$ cat config.mk
export PLATFORM = sky130hd
export DESIGN_NAME = msi_queue_writer
export DESIGN_NICKNAME = d
export VERILOG_FILES = /design/src/rtl/msiq_pkg.sv /design/src/rtl/msiq_regs.sv /design/src/rtl/msiq_offset.sv /design/src/rtl/msiq_writer.sv /design/src/rtl/msi_queue_writer.sv
export SDC_FILE = /design/constraint.sdc
export NUM_CORES = 1
export LEC_CHECK = 0
export BUFFER_PORTS_ARGS = -buffer_cell sky130_fd_sc_hd__clkbuf_2
export CAP_MARGIN = 15
export CELL_PAD_IN_SITES_DETAIL_PLACEMENT = 1
export CELL_PAD_IN_SITES_GLOBAL_PLACEMENT = 1
export CORE_UTILIZATION = 45
export CTS_CLUSTER_DIAMETER = 50
export DETAILED_ROUTE_END_ITERATION = 12
export PLACE_DENSITY = 0.95
export SLEW_MARGIN = 0
export SYNTH_ARGS = -nofsm -noshare
export SYNTH_HDL_FRONTEND = slang
export SYNTH_SLANG_ARGS = --single-unit
$ cat constraint.sdc
create_clock -name clk_i -period 5.97 [get_ports clk_i]
set_clock_uncertainty 0.05 [all_clocks]
set_input_delay 1.791 -clock clk_i [delete_from_list [all_inputs] [get_ports clk_i]]
set_output_delay 1.791 -clock clk_i [all_outputs]
set_load 0.03 [all_outputs]
$ cat src/rtl/msiq_pkg.sv
package msiq_pkg;
  localparam logic [2:0] REG_CTRL    = 3'd0;
  localparam logic [2:0] REG_BASE_HI = 3'd3;
  localparam logic [2:0] REG_BASE_LO = 3'd4;
  localparam logic [2:0] REG_RD_OFF  = 3'd5;
  localparam logic [2:0] REG_WR_OFF  = 3'd6;

  localparam int BIT_EN       = 0;
  localparam int BIT_FULL_DET = 1;
  localparam int BIT_IRQ_EN   = 3;
  localparam int BIT_STOP     = 4;
  localparam int BIT_SIZE_LO  = 8;
  localparam int BIT_OVF      = 31;

  typedef struct packed {
    logic       ovf;
    logic [1:0] size;
    logic       stop;
    logic       irq_en;
    logic       full_det;
    logic       en;
  } ctrl_t;
endpackage

$ cat src/rtl/msiq_regs.sv
module msiq_regs
  import msiq_pkg::*;
#(
  parameter int REG_W  = 32,
  parameter int ADDR_W = 64,
  parameter int OFF_W  = 32,
  parameter int STEP   = 16
) (
  input  logic              clk_i,
  input  logic              rst_ni,
  input  logic              reg_wr_i,
  input  logic [2:0]        reg_addr_i,
  input  logic [REG_W-1:0]  reg_wdata_i,
  output logic [REG_W-1:0]  reg_rdata_o,
  input  logic              adv_i,
  input  logic              ovf_set_i,
  output ctrl_t             ctrl_o,
  output logic [ADDR_W-1:0] base_o,
  output logic [OFF_W-1:0]  rd_off_o,
  output logic [OFF_W-1:0]  wr_off_o
);
  localparam int HALF_W = ADDR_W / 2;

  ctrl_t             ctrl_q;
  logic [HALF_W-1:0] base_hi_q, base_lo_q;
  logic [OFF_W-1:0]  rd_q, wr_q;

  logic wr_ctrl, wr_hi, wr_lo, wr_rd, wr_wr;
  assign wr_ctrl = reg_wr_i && reg_addr_i == REG_CTRL;
  assign wr_hi   = reg_wr_i && reg_addr_i == REG_BASE_HI;
  assign wr_lo   = reg_wr_i && reg_addr_i == REG_BASE_LO;
  assign wr_rd   = reg_wr_i && reg_addr_i == REG_RD_OFF;
  assign wr_wr   = reg_wr_i && reg_addr_i == REG_WR_OFF;

  always_ff @(posedge clk_i or negedge rst_ni) begin
    if (!rst_ni) begin
      ctrl_q    <= '0;
      base_hi_q <= '0;
      base_lo_q <= '0;
      rd_q      <= '0;
      wr_q      <= '0;
    end else begin
      if (wr_ctrl) begin
        ctrl_q.en       <= reg_wdata_i[BIT_EN];
        ctrl_q.full_det <= reg_wdata_i[BIT_FULL_DET];
        ctrl_q.irq_en   <= reg_wdata_i[BIT_IRQ_EN];
        ctrl_q.stop     <= reg_wdata_i[BIT_STOP];
        ctrl_q.size     <= reg_wdata_i[BIT_SIZE_LO +: 2];
      end
      // sticky overflow: hardware set wins over write-1-to-clear
      if (ovf_set_i)                            ctrl_q.ovf <= 1'b1;
      else if (wr_ctrl && reg_wdata_i[BIT_OVF]) ctrl_q.ovf <= 1'b0;
      if (wr_hi) base_hi_q <= reg_wdata_i[HALF_W-1:0];
      if (wr_lo) base_lo_q <= reg_wdata_i[HALF_W-1:0];
      if (wr_rd) rd_q <= reg_wdata_i[OFF_W-1:0];
      // software write takes priority over hardware advance
      if (wr_wr)      wr_q <= reg_wdata_i[OFF_W-1:0];
      else if (adv_i) wr_q <= wr_q + OFF_W'(STEP);
    end
  end

  always_comb begin
    reg_rdata_o = '0;
    unique case (reg_addr_i)
      REG_CTRL: begin
        reg_rdata_o[BIT_EN]            = ctrl_q.en;
        reg_rdata_o[BIT_FULL_DET]      = ctrl_q.full_det;
        reg_rdata_o[BIT_IRQ_EN]        = ctrl_q.irq_en;
        reg_rdata_o[BIT_STOP]          = ctrl_q.stop;
        reg_rdata_o[BIT_SIZE_LO +: 2]  = ctrl_q.size;
        reg_rdata_o[BIT_OVF]           = ctrl_q.ovf;
      end
      REG_BASE_HI: reg_rdata_o[HALF_W-1:0] = base_hi_q;
      REG_BASE_LO: reg_rdata_o[HALF_W-1:0] = base_lo_q;
      REG_RD_OFF:  reg_rdata_o[OFF_W-1:0]  = rd_q;
      REG_WR_OFF:  reg_rdata_o[OFF_W-1:0]  = wr_q;
      default:     reg_rdata_o = '0;
    endcase
  end

  assign ctrl_o   = ctrl_q;
  assign base_o   = {base_hi_q, base_lo_q};
  assign rd_off_o = rd_q;
  assign wr_off_o = wr_q;
endmodule

$ cat src/rtl/msiq_offset.sv
module msiq_offset #(
  parameter int OFF_W      = 32,
  parameter int SIZE_CODES = 4,
  parameter int MIN_SHIFT  = 15,
  parameter int STEP       = 16,
  localparam int CODE_W    = $clog2(SIZE_CODES)
) (
  input  logic [CODE_W-1:0] size_i,
  input  logic [OFF_W-1:0]  rd_off_i,
  input  logic [OFF_W-1:0]  wr_off_i,
  output logic [OFF_W-1:0]  wr_m_o,
  output logic              pending_o,
  output logic              full_o
);
  logic [OFF_W-1:0] mask_tbl [SIZE_CODES];
  logic [OFF_W-1:0] mask, rd_m, nxt_m;

  for (genvar g = 0; g < SIZE_CODES; g++) begin : g_mask
    assign mask_tbl[g] = ((OFF_W'(1) << (MIN_SHIFT + g)) - OFF_W'(1))
                         & ~OFF_W'(STEP - 1);
  end

  assign mask      = mask_tbl[size_i];
  assign wr_m_o    = wr_off_i & mask;
  assign rd_m      = rd_off_i & mask;
  assign nxt_m     = (wr_m_o + OFF_W'(STEP)) & mask;
  assign pending_o = rd_m != wr_m_o;
  assign full_o    = nxt_m == rd_m;
endmodule

$ cat src/rtl/msiq_writer.sv
module msiq_writer #(
  parameter int ADDR_W  = 64,
  parameter int OFF_W   = 32,
  parameter int MSG_W   = 32,
  parameter int IRQ_W   = 16,
  parameter int ENTRY_W = 128
) (
  input  logic               clk_i,
  input  logic               rst_ni,
  input  logic               en_i,
  input  logic               block_i,
  input  logic               drop_i,
  input  logic [ADDR_W-1:0]  base_i,
  input  logic [OFF_W-1:0]   wr_m_i,
  input  logic               msg_valid_i,
  output logic               msg_ready_o,
  input  logic [MSG_W-1:0]   msg_data_i,
  output logic               mem_valid_o,
  input  logic               mem_ready_i,
  output logic [ADDR_W-1:0]  mem_addr_o,
  output logic [ENTRY_W-1:0] mem_data_o,
  output logic               adv_o,
  output logic               ovf_set_o
);
  logic               busy_q;
  logic [ADDR_W-1:0]  addr_q;
  logic [ENTRY_W-1:0] data_q;
  logic               accept;
  logic               unused_hi;

  assign unused_hi   = ^msg_data_i[MSG_W-1:IRQ_W];
  assign msg_ready_o = en_i && !busy_q && !block_i;
  assign accept      = msg_valid_i && msg_ready_o;

  always_ff @(posedge clk_i or negedge rst_ni) begin
    if (!rst_ni) begin
      busy_q <= 1'b0;
      addr_q <= '0;
      data_q <= '0;
    end else if (accept && !drop_i) begin
      busy_q <= 1'b1;
      addr_q <= base_i + ADDR_W'(wr_m_i);
      data_q <= ENTRY_W'(msg_data_i[IRQ_W-1:0]);
    end else if (busy_q && mem_ready_i) begin
      busy_q <= 1'b0;
    end
  end

  assign mem_valid_o = busy_q;
  assign mem_addr_o  = addr_q;
  assign mem_data_o  = data_q;
  assign adv_o       = busy_q && mem_ready_i;
  assign ovf_set_o   = accept && drop_i;
endmodule

$ cat src/rtl/msi_queue_writer.sv
module msi_queue_writer
  import msiq_pkg::*;
#(
  parameter int REG_W      = 32,
  parameter int ADDR_W     = 64,
  parameter int OFF_W      = 32,
  parameter int MSG_W      = 32,
  parameter int IRQ_W      = 16,
  parameter int ENTRY_B    = 16,
  parameter int SIZE_CODES = 4,
  parameter int MIN_SHIFT  = 15,
  localparam int ENTRY_W   = ENTRY_B * 8
) (
  input  logic               clk_i,
  input  logic               rst_ni,
  input  logic               reg_wr_i,
  input  logic [2:0]         reg_addr_i,
  input  logic [REG_W-1:0]   reg_wdata_i,
  output logic [REG_W-1:0]   reg_rdata_o,
  input  logic               msg_valid_i,
  output logic               msg_ready_o,
  input  logic [MSG_W-1:0]   msg_data_i,
  output logic               mem_valid_o,
  input  logic               mem_ready_i,
  output logic [ADDR_W-1:0]  mem_addr_o,
  output logic [ENTRY_W-1:0] mem_data_o,
  output logic               irq_o
);
  ctrl_t             ctrl;
  logic [ADDR_W-1:0] base;
  logic [OFF_W-1:0]  rd_off, wr_off, wr_m;
  logic              adv, ovf_set, pending, full;
  logic              ctrl_en, ctrl_irq_en, full_hit;

  assign ctrl_en     = ctrl.en;
  assign ctrl_irq_en = ctrl.irq_en;
  assign full_hit    = full && ctrl.full_det;

  msiq_regs #(
    .REG_W(REG_W), .ADDR_W(ADDR_W), .OFF_W(OFF_W), .STEP(ENTRY_B)
  ) u_regs (
    .clk_i, .rst_ni, .reg_wr_i, .reg_addr_i, .reg_wdata_i, .reg_rdata_o,
    .adv_i(adv), .ovf_set_i(ovf_set), .ctrl_o(ctrl), .base_o(base),
    .rd_off_o(rd_off), .wr_off_o(wr_off)
  );

  msiq_offset #(
    .OFF_W(OFF_W), .SIZE_CODES(SIZE_CODES), .MIN_SHIFT(MIN_SHIFT), .STEP(ENTRY_B)
  ) u_off (
    .size_i(ctrl.size), .rd_off_i(rd_off), .wr_off_i(wr_off),
    .wr_m_o(wr_m), .pending_o(pending), .full_o(full)
  );

  msiq_writer #(
    .ADDR_W(ADDR_W), .OFF_W(OFF_W), .MSG_W(MSG_W), .IRQ_W(IRQ_W), .ENTRY_W(ENTRY_W)
  ) u_wr (
    .clk_i, .rst_ni, .en_i(ctrl_en),
    .block_i(full_hit && ctrl.stop), .drop_i(full_hit && !ctrl.stop),
    .base_i(base), .wr_m_i(wr_m),
    .msg_valid_i, .msg_ready_o, .msg_data_i,
    .mem_valid_o, .mem_ready_i, .mem_addr_o, .mem_data_o,
    .adv_o(adv), .ovf_set_o(ovf_set)
  );

  assign irq_o = ctrl_en && ctrl_irq_en && pending;
endmodule

==> metrics, run 1 <==
most frequent cells in the layout=216 x dfrtp_1, 169 x clkbuf_2, 129 x mux2_2; crit end category=output port; clk sinks=216; area share of the largest cell type after synthesis=42.89%; Final Cycle Share=94.79%; initial antenna violation count=0; Tmin final=5659 ps; Routed Antenna Nets=0; Worst-Margin Slew=894.3 ps; cts bufs inserted=27; IO buf count=170; io pins=299; power per cell area=496.7 nW/um^2; Core ar.=27180 sq um; combinational share of power=39.8%; # placed instances=1671; most common cell after layout, fill and taps aside=dfrtp_1; GR Overflow Total=0; num rows=60; Resized cells post-CTS=0; status=complete, no violations; static leakage power=6.337 nW; total die area=28680 sq um; DRT Wirelength=45.65 mm; number of flops mapped to enable cells by yosys=0; starting density of the core=46.38%; FF+latch count, synth=216; cell area after synthesis=12600 sq um; crit-path max FO=21; Final Slew Violations=0; GPL Wtd Cong=0.9130; largest cells by area after synthesis=dfrtp_1 43%, mux2_2 12%, buf_4 6.7%; FMAX=176.7 MHz; Hold Crit Start=u_wr.mem_addr_o[11]$_DFFE_PN0P_; register area share after synthesis=42.89%; layout cells sized above 1=27.89%; non-filler instance count after layout=1720; die height=169.4 microns; Warnings, synthesis=0; via count=10.74k; post-synth cell types=62; Post-CTS Hold Buffers=0; largest net degree at the start of global routing=100; Clock Latency Late Sink=550 ps; worst hold path cell count=1; Syn Inst Count=1187; drt via density=6.241; post-synth top area cell=dfrtp_1; GRT Util Overall=31.79%; Worst EP arrival=3820 ps; drc violations=0; internal power=3.881 mW; first-pass GRT wire length=69.48 mm; Wirelength per Cell=26.54 microns; Sum Neg Setup Slack=0 ps; antenna cells=0; Synth async-reset ratio=100.0%; Hold WC Path Type=reg -> reg; CP required=4130 ps; Max VDD drop=0.0002584 V; Pre-Repair DR Iteration Count=5; Slew HR=40.38%; max-cap violation count=0; clock group share of total power=23.4%; CP startpoint kind=input pin; setup bufs post-CTS=0; H-tree levels=1; RSZ-0062 raised after global routing=false; Net Switching=3.177 mW; Fin. Hold Viols=0; Chip Width=169.4 microns; Max clock buf depth=3; cells on worst reg2reg path=9; RR Startpoint=u_regs.wr_off_o[5]$_DFFE_PN0P_; syn_area_per_cell=10.62 sq um; vias in the first global route=11.03k; CTS tree=yes; Initial DRC Count=1099; Nets=1418; Flop pwr share=36.8%; CTS clk-pin slew, worst paths=50 ps; FILL cells=3032; Clock Tree Root=clkbuf_16; switching share of total power=45.01%; critical path class=in -> out; final setup fails=0; Top FF cell, synth=dfrtp_1; DP Wirelength=29.95 mm; area delta synth->final=12.77%; crit path launch=reg_addr_i[1]
-- sequential cells by signal, summed over array words and instances (netlist names) --
signal,count
u_regs.base_hi_q,32
u_regs.base_lo_q,32
u_regs.ctrl_o,7
u_regs.rd_off_o,32
u_regs.wr_off_o,32
u_wr.mem_addr_o,64
u_wr.mem_data_o,16
u_wr.mem_valid_o,1
-- cell usage after synthesis, types with 7 or more instances --
cell type / count
nand2_1: 63
o2111ai_1: 12
clkbuf_1: 42
buf_1: 11
mux2i_1: 7
inv_1: 16
xor2_1: 32
buf_2: 8
nor2_1: 59
and3_1: 12
nand4_1: 25
o21ai_0: 30
a22oi_1: 53
mux2_1: 52
and2_1: 9
xnor2_1: 68
buf_4: 113
o211ai_1: 17
nor2b_1: 8
a21oi_1: 62
mux2_2: 129
buf_6: 9
dfrtp_1: 216
ha_1: 15
nor3_1: 14
nand3_1: 22
and4_1: 7
-- per-stage QoR --
stage	cell area [sq um]	setup slack (ps)	power, mW	hold WS [ps]	utilization, %
after detailed placement	13310	544.3	5.256	430.9	48.96
after CTS	14180	479.5	6.991	441.8	52.20
after global placement	13310	646.5	5.029	422.2	48.96
after global routing	14210	303.1	7.303	454.7	52.30
after floorplan	13020	1080	4.348	426.0	-
final	14210	310.9	7.059	436.1	52.30
-- metal layers --
layer	part of all wire [%]	global-route usage (%)	vias to the layer above
met4	5.1	16.41	0
met5	0	0	-
met3	9.5	6.390	206
met2	47	51.15	821
li1	-	-	4320
met1	38	40.60	5388
-- area by class of cell --
class / instances / area [sq um] / share of cell area [%]
clock buffer: 34 / 742.0 / 5.221
tap: 372 / 465.4 / 3.275
timing repair buffer: 186 / 1030 / 7.245
inverter: 16 / 60.06 / 0.4226
multi-input combinational: 883 / 6374 / 44.85
clock inverter: 13 / 136.4 / 0.9596
sequential: 216 / 5405 / 38.03
-- power by group through the flow --
| stage | logic, mW | clock network [mW] | registers (mW) |
|---|---|---|---|
| CTS | 2.77 | 1.66 | 2.56 |
| floorplan | 1.53 | 0 | 2.82 |
| finish | 2.81 | 1.65 | 2.60 |
| global placement | 2.55 | 0 | 2.48 |
| detailed placement | 2.70 | 0 | 2.56 |
| global route | 2.96 | 1.71 | 2.64 |
-- logic make-up (layout without fill, tap and decap cells) --
kind of cell | count (synthesis) | after routing | share of synthesized area [%]
other | 1 | 112 | 0.02975
buffers and inverters | 199 | 249 | 9.908
adders and majority gates | 16 | 16 | 1.648
AOI/OAI and AO/OA | 225 | 225 | 12.21
DFF | 216 | 216 | 42.89
and+or+nand+nor | 242 | 242 | 9.640
muxes | 188 | 188 | 16.73
xor gates and xnor gates | 100 | 100 | 6.949
-- worst paths after layout --
kind                                                         to  slack, ps
worst max-delay path                            reg_rdata_o[15]        310
worst min-delay path            u_wr.mem_addr_o[11]$_DFFE_PN0P_        440
worst max register to register  u_wr.mem_addr_o[51]$_DFFE_PN0P_       2070
worst min register to register  u_wr.mem_addr_o[11]$_DFFE_PN0P_        440
max in group asynchronous        u_wr.mem_data_o[4]$_DFFE_PN0P_       3460
min in group asynchronous        u_regs.wr_off_o[4]$_DFFE_PN0P_       1270
-- critical path, stage by stage --
cell and delay [ps]:
clkbuf_2 300, nor2b_1 350, and2_1 340, buf_4 360
a22oi_1 160, nand2_1 240, clkbuf_2 260
Power figures use the tool's default switching activity.
==> run 2: changes to the inputs <==
--- a/config.mk
+++ b/config.mk
@@ -13,6 +13,7 @@
 export CTS_CLUSTER_DIAMETER = 50
 export DETAILED_ROUTE_END_ITERATION = 12
 export PLACE_DENSITY = 0.95
+export RECOVER_POWER = 100
 export SLEW_MARGIN = 0
 export SYNTH_ARGS = -nofsm -noshare
 export SYNTH_HDL_FRONTEND = slang
==> metrics, run 2 (synthesis results as in run 1) <==
Post-CTS Hold Buffers=0; Wirelength per Cell=26.57 microns; Hold WC Path Type=reg -> reg; initial antenna violation count=0; RR Startpoint=u_regs.wr_off_o[5]$_DFFE_PN0P_; worst hold path cell count=1; GR Overflow Total=0; combinational share of power=39.1%; DP Worst Slack=544.3 ps; drc violations=0; FF-to-FF setup slack=710 ps; clock group share of total power=23.7%; drt via density=6.216; internal power=3.799 mW; Final Cycle Share=96.66%; switching share of total power=45.44%; overall power consumption=6.963 mW; largest net degree at the start of global routing=100; cells on worst reg2reg path=9; Net Switching=3.164 mW; total die area=28680 sq um; starting density of the core=46.38%; crit path launch=reg_addr_i[0]; Resized cells post-CTS=0; post-route setup slack=199.5 ps; CTS tree=yes; Slew HR=-82.71%; Clock Tree Root=clkbuf_16; CP Cell Sequence=clkbuf_1 -> and2_0 -> buf_4 -> a22oi_1 -> nand2_1 -> clkbuf_1; static leakage power=5.956 nW; first-pass GRT wire length=69.48 mm; Clock Latency Late Sink=540 ps; Pre-Repair DR Iteration Count=6; clk sinks=216; critical path class=in -> out; antenna cells=0; Final Slew Violations=319; DP Wirelength=29.95 mm; max incr delay on CP=630 ps; Routed Antenna Nets=0; crit-path max FO=21; Worst path most repeated cell=clkbuf_1; final setup fails=0; num rows=60; die height=169.4 microns; max-cap violation count=6; RSZ-0062 raised after global routing=false; CP required=4130 ps; GPL Wtd Cong=0.9130; Hold Crit Start=u_wr.mem_addr_o[11]$_DFFE_PN0P_; DRT Wirelength=45.70 mm; crit end category=output port; Largest register FFs=64; vias in the first global route=11.03k; Sum Neg Setup Slack=0 ps; CP startpoint kind=input pin; CTS clk-pin slew, worst paths=50 ps; Initial DRC Count=1188; slowest CP cell=clkbuf_1; most frequent cells in the layout=216 x dfrtp_1, 119 x clkbuf_1, 114 x mux2_2; H-tree levels=1; cts bufs inserted=27; most common cell after layout, fill and taps aside=dfrtp_1; GRT Util Overall=31.79%; Worst EP arrival=3930 ps; Worst-Margin Slew=2741 ps; Tmin final=5770 ps; io pins=299; Max VDD drop=0.0002564 V; Core ar.=27180 sq um; area delta synth->final=10.95%; Min-Delay Endpoint=u_wr.mem_addr_o[11]$_DFFE_PN0P_; Chip Width=169.4 microns; FMAX=173.3 MHz; IO buf count=170; Nets=1418; power per cell area=498.0 nW/um^2; layout cells sized above 1=17.95%; via count=10.69k; failing checks=max-capacitance violations, max-slew violations; Fin. Hold Viols=0; RR Endpoint=u_wr.mem_addr_o[51]$_DFFE_PN0P_; setup bufs post-CTS=0; Max clock buf depth=3; Flop pwr share=37.3%; status=complete, but fails checks
==> run 2: cell count changes in the layout (fill, tap and decap cells not counted), sizes merged <==
cell,delta
buf,-9
clkbuf,+9
==> run 2: layout make-up <==
type | count | area [sq um]
fill | 3087 | 13190
multi-input combinational | 883 | 6346
timing repair buffer | 186 | 828.3
clock inverter | 13 | 136.4
tap | 372 | 465.4
clock buffer | 34 | 742.0
sequential | 216 | 5405
inverter | 16 | 60.06
==> run 2: worst max-delay path by stage <==
stage | end | slack, ps | depth (start not counted)
final | reg_rdata_o[13] | 200 | 6
after global routing | reg_rdata_o[13] | 150 | 6
after CTS | msg_ready_o | 480 | 9
after detailed placement | reg_rdata_o[15] | 540 | 7
after global placement | reg_rdata_o[13] | 650 | 7
after floorplan | reg_rdata_o[11] | 1080 | 6
==> run 2: per-stage QoR <==
step	instance area [sq um]	instances	utilization [%]	hold slack, ps
finish	13980	1720	51.45	435.0
global route	13980	1720	51.45	452.7
CTS	14180	1718	52.20	441.8
detailed placement	13310	1671	48.96	430.9
global placement	13310	1671	48.96	422.2
floorplan	13020	1298	-	426.0
==> run 2: power groups by stage <==
stage / Sequential (mW) / Combinational, mW / Clock (mW)
after detailed placement: 2.56 / 2.70 / 0
after global placement: 2.48 / 2.55 / 0
final: 2.59 / 2.72 / 1.65
after floorplan: 2.82 / 1.53 / 0
after global routing: 2.63 / 2.87 / 1.71
after CTS: 2.56 / 2.77 / 1.66
==> run 2: worst max-delay path, delay by kind of cell <==
kind / cells / cell delay [ps]
buffers and inverters: 3 / 1320
AO/OA/AOI/OAI: 1 / 220
AND/OR/NAND/NOR: 2 / 580
==> run 2: metal layers <==
| layer | vias up | routed length [microns] | GRT usage [%] | part of all wire (%) |
|---|---|---|---|---|
| met5 | - | 0 | 0 | 0 |
| met4 | 0 | 2413 | 16.41 | 5.3 |
| met3 | 206 | 4594 | 6.390 | 10 |
| met2 | 826 | 21430 | 51.15 | 47 |
| met1 | 5338 | 17270 | 40.60 | 38 |
| li1 | 4321 | - | - | - |
